`config.mk`:
```
export PLATFORM = sky130hd
export DESIGN_NAME = can_err_status
export DESIGN_NICKNAME = d
export VERILOG_FILES = /design/src/rtl/can_esr_pkg.sv /design/src/rtl/can_esr_warn.sv /design/src/rtl/can_esr_errcap.sv /design/src/rtl/can_esr_intflags.sv /design/src/rtl/can_err_status.sv
export SDC_FILE = /design/constraint.sdc
export NUM_CORES = 1
export LEC_CHECK = 0
export BUFFER_PORTS_ARGS = -buffer_cell sky130_fd_sc_hd__buf_2
export CORE_ASPECT_RATIO = 1.4
export CORE_MARGIN = 4
export CORE_UTILIZATION = 41
export DETAILED_ROUTE_END_ITERATION = 8
export GPL_ROUTABILITY_DRIVEN = 0
export PLACE_DENSITY_LB_ADDON = 0.05
export SYNTH_ARGS = -nofsm -noshare
export SYNTH_HDL_FRONTEND = slang
export SYNTH_SLANG_ARGS = --single-unit
```
`constraint.sdc`:
```
create_clock -name clk_i -period 2.64 [get_ports clk_i]
set_input_delay 0 -clock clk_i [delete_from_list [all_inputs] [get_ports clk_i]]
set_output_delay 0 -clock clk_i [all_outputs]
set_load 0.01 [all_outputs]
```
`src/rtl/can_esr_pkg.sv`:
```
package can_esr_pkg;
  localparam int DATA_W = 32;
  localparam int ADDR_W = 2;
  localparam int N_ERR  = 6;
  localparam int N_FLAG = 5;

  typedef enum logic [ADDR_W-1:0] {
    ADDR_CTRL = 2'd0,
    ADDR_CNT  = 2'd1,
    ADDR_STAT = 2'd2
  } esr_addr_e;

  // flag vector order
  localparam int F_WAK  = 0;
  localparam int F_ERR  = 1;
  localparam int F_BOFF = 2;
  localparam int F_RWRN = 3;
  localparam int F_TWRN = 4;
endpackage

```
`src/rtl/can_esr_warn.sv`:
```
module can_esr_warn #(
  parameter int CNT_W = 8,
  parameter int LVL   = 96
) (
  input  logic             clk_i,
  input  logic             rst_ni,
  input  logic [CNT_W-1:0] cnt_i,
  input  logic             rd_clr_i,
  output logic             wrn_o,
  output logic             rise_o
);
  logic lvl, lvl_q;

  assign lvl    = cnt_i >= CNT_W'(LVL);
  assign rise_o = lvl & ~lvl_q;

  always_ff @(posedge clk_i or negedge rst_ni) begin
    if (!rst_ni) begin
      lvl_q <= 1'b0;
      wrn_o <= 1'b0;
    end else begin
      lvl_q <= lvl;
      wrn_o <= lvl | (wrn_o & ~rd_clr_i);
    end
  end

  AST_RISE_SETS_WRN: assert property (@(posedge clk_i) disable iff (!rst_ni)
    rise_o |=> wrn_o);
endmodule

```
`src/rtl/can_esr_errcap.sv`:
```
module can_esr_errcap #(
  parameter int N = 6
) (
  input  logic         clk_i,
  input  logic         rst_ni,
  input  logic [N-1:0] ev_i,
  input  logic         rd_clr_i,
  output logic [N-1:0] err_o
);
  for (genvar i = 0; i < N; i++) begin : g_bit
    always_ff @(posedge clk_i or negedge rst_ni) begin
      if (!rst_ni) err_o[i] <= 1'b0;
      else         err_o[i] <= ev_i[i] | (err_o[i] & ~rd_clr_i);
    end

    AST_ERR_HOLD: assert property (@(posedge clk_i) disable iff (!rst_ni)
      (err_o[i] && !rd_clr_i) |=> err_o[i]);
    AST_EVENT_WINS: assert property (@(posedge clk_i) disable iff (!rst_ni)
      ev_i[i] |=> err_o[i]);
  end
endmodule

```
`src/rtl/can_esr_intflags.sv`:
```
module can_esr_intflags #(
  parameter int N = 5
) (
  input  logic         clk_i,
  input  logic         rst_ni,
  input  logic [N-1:0] set_i,
  input  logic [N-1:0] clr_i,
  output logic [N-1:0] flag_o
);
  // set takes priority over a same-cycle clear
  for (genvar i = 0; i < N; i++) begin : g_flag
    always_ff @(posedge clk_i or negedge rst_ni) begin
      if (!rst_ni) flag_o[i] <= 1'b0;
      else         flag_o[i] <= set_i[i] | (flag_o[i] & ~clr_i[i]);
    end

    AST_W1C_CLEARS: assert property (@(posedge clk_i) disable iff (!rst_ni)
      (clr_i[i] && !set_i[i]) |=> !flag_o[i]);
    AST_FLAG_STICKY: assert property (@(posedge clk_i) disable iff (!rst_ni)
      (flag_o[i] && !clr_i[i]) |=> flag_o[i]);
  end
endmodule

```
`src/rtl/can_err_status.sv`:
```
module can_err_status
  import can_esr_pkg::*;
#(
  parameter int CNT_W    = 8,
  parameter int WARN_LVL = 96
) (
  input  logic              clk_i,
  input  logic              rst_ni,
  input  logic [N_ERR-1:0]  err_ev_i,
  input  logic              boff_ev_i,
  input  logic              wake_ev_i,
  input  logic [CNT_W-1:0]  tx_cnt_i,
  input  logic [CNT_W-1:0]  rx_cnt_i,
  input  logic              idle_i,
  input  logic              txrx_i,
  input  logic [1:0]        flt_conf_i,
  input  logic              rd_i,
  input  logic              wr_i,
  input  logic [ADDR_W-1:0] addr_i,
  input  logic [DATA_W-1:0] wdata_i,
  output logic [DATA_W-1:0] rdata_o,
  output logic              irq_o
);
  localparam int CTRL_W = 1 + N_FLAG;

  logic [CTRL_W-1:0] ctrl_q;
  logic              stat_rd, stat_wr, ctrl_wr;
  logic [N_ERR-1:0]  err_q;
  logic              tx_wrn, rx_wrn, tx_rise, rx_rise;
  logic [N_FLAG-1:0] flag_set, flag_clr, flags, masks;
  logic [DATA_W-1:0] stat_word, cnt_word, ctrl_word;
  logic              unused_wdata;

  assign stat_rd = rd_i && (addr_i == ADDR_STAT);
  assign stat_wr = wr_i && (addr_i == ADDR_STAT);
  assign ctrl_wr = wr_i && (addr_i == ADDR_CTRL);

  always_ff @(posedge clk_i or negedge rst_ni) begin
    if (!rst_ni)      ctrl_q <= '0;
    else if (ctrl_wr) ctrl_q <= wdata_i[CTRL_W-1:0];
  end

  can_esr_errcap #(.N(N_ERR)) u_errcap (
    .clk_i, .rst_ni, .ev_i(err_ev_i), .rd_clr_i(stat_rd), .err_o(err_q)
  );

  can_esr_warn #(.CNT_W(CNT_W), .LVL(WARN_LVL)) u_tx_warn (
    .clk_i, .rst_ni, .cnt_i(tx_cnt_i), .rd_clr_i(stat_rd),
    .wrn_o(tx_wrn), .rise_o(tx_rise)
  );

  can_esr_warn #(.CNT_W(CNT_W), .LVL(WARN_LVL)) u_rx_warn (
    .clk_i, .rst_ni, .cnt_i(rx_cnt_i), .rd_clr_i(stat_rd),
    .wrn_o(rx_wrn), .rise_o(rx_rise)
  );

  always_comb begin
    flag_set         = '0;
    flag_set[F_WAK]  = wake_ev_i;
    flag_set[F_ERR]  = |err_ev_i;
    flag_set[F_BOFF] = boff_ev_i;
    flag_set[F_RWRN] = rx_rise & ctrl_q[0];
    flag_set[F_TWRN] = tx_rise & ctrl_q[0];

    flag_clr         = '0;
    flag_clr[F_WAK]  = stat_wr & wdata_i[0];
    flag_clr[F_ERR]  = stat_wr & wdata_i[1];
    flag_clr[F_BOFF] = stat_wr & wdata_i[2];
    flag_clr[F_RWRN] = stat_wr & wdata_i[16];
    flag_clr[F_TWRN] = stat_wr & wdata_i[17];

    masks         = '0;
    masks[F_TWRN] = ctrl_q[1];
    masks[F_RWRN] = ctrl_q[2];
    masks[F_BOFF] = ctrl_q[3];
    masks[F_ERR]  = ctrl_q[4];
    masks[F_WAK]  = ctrl_q[5];
  end

  can_esr_intflags #(.N(N_FLAG)) u_flags (
    .clk_i, .rst_ni, .set_i(flag_set), .clr_i(flag_clr), .flag_o(flags)
  );

  assign irq_o = |(flags & masks);

  always_comb begin
    stat_word       = '0;
    stat_word[0]    = flags[F_WAK];
    stat_word[1]    = flags[F_ERR];
    stat_word[2]    = flags[F_BOFF];
    stat_word[5:4]  = flt_conf_i;
    stat_word[6]    = txrx_i;
    stat_word[7]    = idle_i;
    stat_word[8]    = rx_wrn;
    stat_word[9]    = tx_wrn;
    stat_word[15:10] = err_q;
    stat_word[16]   = flags[F_RWRN];
    stat_word[17]   = flags[F_TWRN];

    cnt_word = '0;
    cnt_word[CNT_W-1:0]       = tx_cnt_i;
    cnt_word[2*CNT_W-1:CNT_W] = rx_cnt_i;

    ctrl_word = '0;
    ctrl_word[CTRL_W-1:0] = ctrl_q;

    unique case (addr_i)
      ADDR_CTRL: rdata_o = ctrl_word;
      ADDR_CNT:  rdata_o = cnt_word;
      ADDR_STAT: rdata_o = stat_word;
      default:   rdata_o = '0;
    endcase
  end

  assign unused_wdata = ^{wdata_i[DATA_W-1:18], wdata_i[15:CTRL_W]};

  AST_TWRN_CAUSE: assert property (@(posedge clk_i) disable iff (!rst_ni)
    $rose(flags[F_TWRN]) |-> ($past(ctrl_q[0]) && $past(tx_cnt_i) >= CNT_W'(WARN_LVL)));
  AST_RWRN_CAUSE: assert property (@(posedge clk_i) disable iff (!rst_ni)
    $rose(flags[F_RWRN]) |-> ($past(ctrl_q[0]) && $past(rx_cnt_i) >= CNT_W'(WARN_LVL)));
  AST_IRQ_HELD: assert property (@(posedge clk_i) disable iff (!rst_ni)
    (irq_o && !stat_wr && !ctrl_wr) |=> irq_o);
  AST_RSVD_ZERO: assert property (@(posedge clk_i) disable iff (!rst_ni)
    (addr_i == ADDR_STAT) |-> (rdata_o[31:18] == '0 && !rdata_o[3]));
endmodule

```
Yosys cells after proc, flatten, opt, wreduce, memory -nomap -nowiden
Cells that the tools add are included.
{"block": "word_totals", "register_bits": 21, "in_bits": 66, "output_inout_bits": 33, "word_cells": 71}
{"block": "classes", "n_bitwise": 44, "order_cmp": 2, "eq_ne": 2, "n_mux": 1, "reduce_logical": 6}
{"cell": "18-bit case mux with 3 select lines", "count": 1}
{"cell": "1-bit AND", "count": 22}
{"cell": "8-bit by 7-bit greater-or-equal comparator with 1-bit output, second input constant", "count": 2}
{"cell": "1-bit OR", "count": 13}
{"cell": "1-bit inverter", "count": 8}
{"cell": "6-bit OR reduction", "count": 1}
{"cell": "5-bit AND", "count": 1}
{"cell": "5-bit OR reduction", "count": 1}
{"cell": "1-bit logical AND", "count": 3}
{"cell": "2-bit by 1-bit equality test with 1-bit output, second input constant", "count": 1}
{"cell": "2-bit equality test, second input constant", "count": 1}
{"cell": "2-bit zero test", "count": 1}

Depth between registers and ports, before layout
{"block": "logic_depth", "ltp_word": 6, "mapped_depth": 5, "depth_no_buf": 2}

Cells and area by module
A second synthesis with hierarchy kept.
{"block": "hier_totals", "hier_cells": 115, "area_unflattened_um2": 1246.2}
{"module": "can_err_status", "area_per_inst_um2": 715.7, "seq_area_each_um2": 150.1, "cells_each": 73, "n_inst": 1}
{"module": "can_esr_errcap", "area_per_inst_um2": 198.9, "seq_area_each_um2": 150.1, "cells_each": 13, "n_inst": 1}
{"module": "can_esr_intflags", "area_per_inst_um2": 181.4, "seq_area_each_um2": 125.1, "cells_each": 15, "n_inst": 1}
{"module": "can_esr_warn", "area_per_inst_um2": 75.1, "seq_area_each_um2": 50.0, "cells_each": 7, "n_inst": 2}

Worst setup path before layout
No wires, ideal clock.
{"block": "synth_timing", "path_kind": "input-to-reg", "start": "in err_ev_i[1]", "end": "reg u_flags.flag_o[1]", "arrival_time_ps": 875, "t_required_ps": 2511, "path_buffers": 0, "cell_stages": 2, "setup_ps": 129, "setup_slack_ps": 1636, "cell_sequence": "or4_1 -> a2111o_1"}
{"block": "synth_via", "elab_chain_len": 2}
{"item": "start, declared", "line_no": "can_err_status.sv:9", "source": "input logic [N_ERR-1:0] err_ev_i,"}
{"item": "6-bit OR reduction", "line_no": "can_err_status.sv:60", "source": "flag_set[F_ERR] = |err_ev_i;"}
{"item": "1-bit OR", "line_no": "can_esr_intflags.sv:14", "source": "else flag_o[i] <= set_i[i] | (flag_o[i] & ~clr_i[i]);"}
{"item": "end signal, assigned by index", "line_no": "can_esr_intflags.sv:14"}
{"item": "end, declared", "line_no": "can_esr_intflags.sv:8", "source": "output logic [N-1:0] flag_o"}
No other way between the ends.
A chain may end at the register's enable or synchronous reset.

Worst setup path after layout
{"block": "layout_timing", "start": "in err_ev_i[2]", "end": "reg u_flags.flag_o[1]"}
The elaborated chain is that of the path after synthesis.

==> results by stage <==
Outcome:
- The run finished with clean final reports.

Floorplan:
- Row generation in the floorplan step produced 22 rows.
- The width of the die is 53.2 um.
- The initial standard-cell utilization of the core is 0.439.
- The number of top-level pins is 99.
- The floorplan step defined a die boundary enclosing 3790 sq um.
- The region available for standard cell placement spans approximately 2700 sq um.
- The height of the die is ~71 um.

Place:
- The half-perimeter wire length after detailed placement is approximately 2.2 mm.
- The count of buffers added on input and output ports is 60.
- The worst-case setup slack after placement is 1310 ps.

Detailed routing:
- The number of nets with antenna violations after routing is 0.
- For this block, the routed nets add up to roughly 3.1 mm of wire.
- In the final routed layout, each cell accounts on average for 14.3 um.
- The final routed DRC violation total is 0.
- For this block, the initial DRC count from the detailed router was 17.
- The via density per instance is 5.09.
- The final route contains about 1100 vias.
- The first detailed-routing pass ran for 6 iterations.

Worst setup path:
- STA puts the critical path data required time at 2830 ps.
- The critical path is of the primary input to flop type.
- The launching element of the worst setup path is err_ev_i[2].
- The reg-to-reg startpoint is u_flags.flag_o[1].
- The arrival time reported for the critical path endpoint is approximately 1600 ps.
- STA classifies the critical path startpoint as a primary input.
- The worst setup path is captured at a flop.
- Of all nets on the critical path, the largest fanout is 2.

STA:
- Of the available clock period, the critical path in the final layout requires 0.526.
- The total count of max-transition violations in the final report is 0.
- The clock arrives with 6.97 ps of skew.
- Summed over all failing endpoints, the final setup total negative slack is 0 ps.
- The achievable clock frequency is about 0.72 GHz.
- Setup violations remaining at the end of the flow were counted as 0.
- The slew at the pin with the worst max-slew slack is about 710 ps.
- Setup repair after global routing left no endpoint under its margin.
- In the post-route analysis, the smallest setup slack over all paths is ~1300 ps.
- The count of endpoints failing hold in the final timing report is 0.
- The worst hold margin is slightly above 30 ps.
- The time the worst path needs with I/O delays and setup is around 1400 ps.
- The worst-case headroom to the max-slew limit is 0.528.

Run:
- Across the run, the number of max-cap violations was 0.

Clock network:
- In this run the clock root is driven by a clkbuf_4.
- For the worst-skew pair, the clock arrives at the later sink with an insertion delay of around 300 ps.
- The TritonCTS clock tree is yes.
- The maximum level of the CTS H-tree is 1.
- No sink is reached through more buffers than the 2 on the longest clock path.
- Gates resized during post-CTS repair numbered 0.
- The clock transition at the registers of the reported paths is about 110 ps.
- The tree built by TritonCTS fans out to 21 sinks.
- The number of buffers created by CTS is 3.

Finish:
- The layout has roughly 230 filler cells.
- The area growth from synthesis to layout is 41.4%.
- The flip-flop and latch area is about 530 sq um.
- In the final layout, the share of cells above drive strength 1 is 0.402.
- Leaving out fill and tap cells, the most frequent cell in the layout is buf_2.
- The core occupancy in the finished layout is 0.621.
- 0 antenna diodes ended up in the layout.
- The number of nets in the layout is 246.
- In the layout the commonest cells are buf_2 (60), dfrtp_1 (21), dlygate4sd3_1 (19).
- The total area of multi-input combinational cells is 556 sq um.

Power and ir drop:
- Dividing total power by cell area gives a power density of between 400 and 500 nW/um^2.
- The maximum vdd drop is approximately 310 uV.
- In this run the static leakage power is between 0.8 and 0.9 nW.
- After layout, the design draws a total of between 0.7 and 0.8 mW.

Yosys:
- For this run, the number of Yosys warnings is 0.
- After synthesis the netlist holds a flip-flop and latch count of 21.
- Ranked by total cell area, the synthesized netlist is headed by dfrtp_1 (45%), buf_4 (9.0%), a22o_1 (7.5%), a21o_1 (7.0%), mux2_2 (5.8%).
- dfrtp_1 takes more of the synthesized area than any other cell.
- Of the post-synthesis cell area, the dominant cell type holds 0.448.
- The mean post-synth cell area is 11.5 sq um.
- The unique cell type count in the Yosys netlist is 24.
- The synthesized netlist cell count is approximately 100.
- The mapped cell area is about 1200 sq um.
- For this run, the register share of the synthesized area comes to 0.448.

Worst hold path:
- The hold path startpoint is wdata_i[17].
- The type of the most critical hold path is primary input to flop.

Global routing:
- Entering global routing, the biggest net connects 22 pins.
- The first global-routing pass estimated approximately 5 mm of wire.
- The via count of the first global-routing pass is around 1100.
- The initial antenna violation count came to 0.
- The remaining global-route overflow is 0.
- The combined global-route utilization of all metal layers is 0.173.
-- flip-flops by register name, indices dropped and copies added (netlist names) --
name	cells
u_tx_warn.lvl_q	1
u_flags.flag_o	5
u_rx_warn.lvl_q	1
u_errcap.err_o	6
u_rx_warn.wrn_o	1
ctrl_q	6
u_tx_warn.wrn_o	1
-- path summary, 6_finish.rpt --
check	endpoint	slack, ps	depth (start not counted)
setup reg to reg	u_flags.flag_o[1]	1750	1
hold / removal	u_flags.flag_o[4]	30	3
min in group asynchronous	u_flags.flag_o[4]	170	2
hold reg to reg	u_tx_warn.wrn_o	490	1
max in group asynchronous	u_tx_warn.lvl_q	2150	2
setup / recovery	u_flags.flag_o[1]	1250	4
-- final cells by class --
class / count / share of cell area
multi-input combinational: 72 / 0.335
clock buffer: 4 / 0.0158
tap: 36 / 0.0272
inverter: 2 / 0.00453
timing repair buffer: 80 / 0.300
sequential: 21 / 0.317
-- critical path, cell delays in order --
cell	delay, ps
dlygate4sd3_1	550
buf_2	130
or4_1	510
a2111o_1	390
-- through the flow --
step           area, sq um  std cells
2_1_floorplan         1220        115
3_3_place_gp          1440        192
3_5_place_dp          1440        192
4_1_cts               1660        215
5_1_grt               1660        215
6_report              1660        215
-- metal layers --
metal,part of all wire,global-route usage,vias up
li1,-,-,511
met1,0.38,0.198,536
met2,0.55,0.323,43
met3,0.058,0.0146,5
met4,0.014,0.0597,0
met5,0,0,-
-- cell usage after synthesis --
cell type / count
o2bb2ai_1: 5
a22oi_1: 1
nand3b_1: 1
nor2_1: 1
nor3b_2: 1
a222oi_1: 1
clkbuf_1: 2
dfrtp_1: 21
inv_1: 2
nor2b_1: 2
a32o_1: 2
conb_1: 1
a22o_1: 10
mux2i_1: 6
nand2_1: 1
a21o_1: 11
buf_4: 14
buf_2: 4
nand4b_1: 5
or4_1: 1
a21o_2: 1
mux2_2: 6
and2_1: 2
a2111o_1: 1
-- cell families (layout without fill, tap and decap cells) --
logic type             Yosys count  after routing  synth area share
AO/OA/AOI/OAI                   32             32             0.232
buffers and inverters           22             86             0.120
flip-flops                      21             21             0.448
multiplexers                    12             12             0.109
other                            1             14           0.00320
AND/OR/NAND/NOR                 14             14            0.0886
-- power by group --
part / internal (mW) / leakage [nW] / total [mW] / switching, mW
clock network: 0.0589 / 0.0150 / 0.149 / 0.0899
registers: 0.356 / 0.217 / 0.384 / 0.0277
logic: 0.114 / 0.571 / 0.209 / 0.0952
total: 0.529 / 0.803 / 0.742 / 0.213
-- repair_timing --
item	CTS	global route
hold endpoints to repair	38	0
hold buffers	19	0
setup endpoints to repair	0	0
setup buffers	0	0
Power figures use the tool's default switching activity.
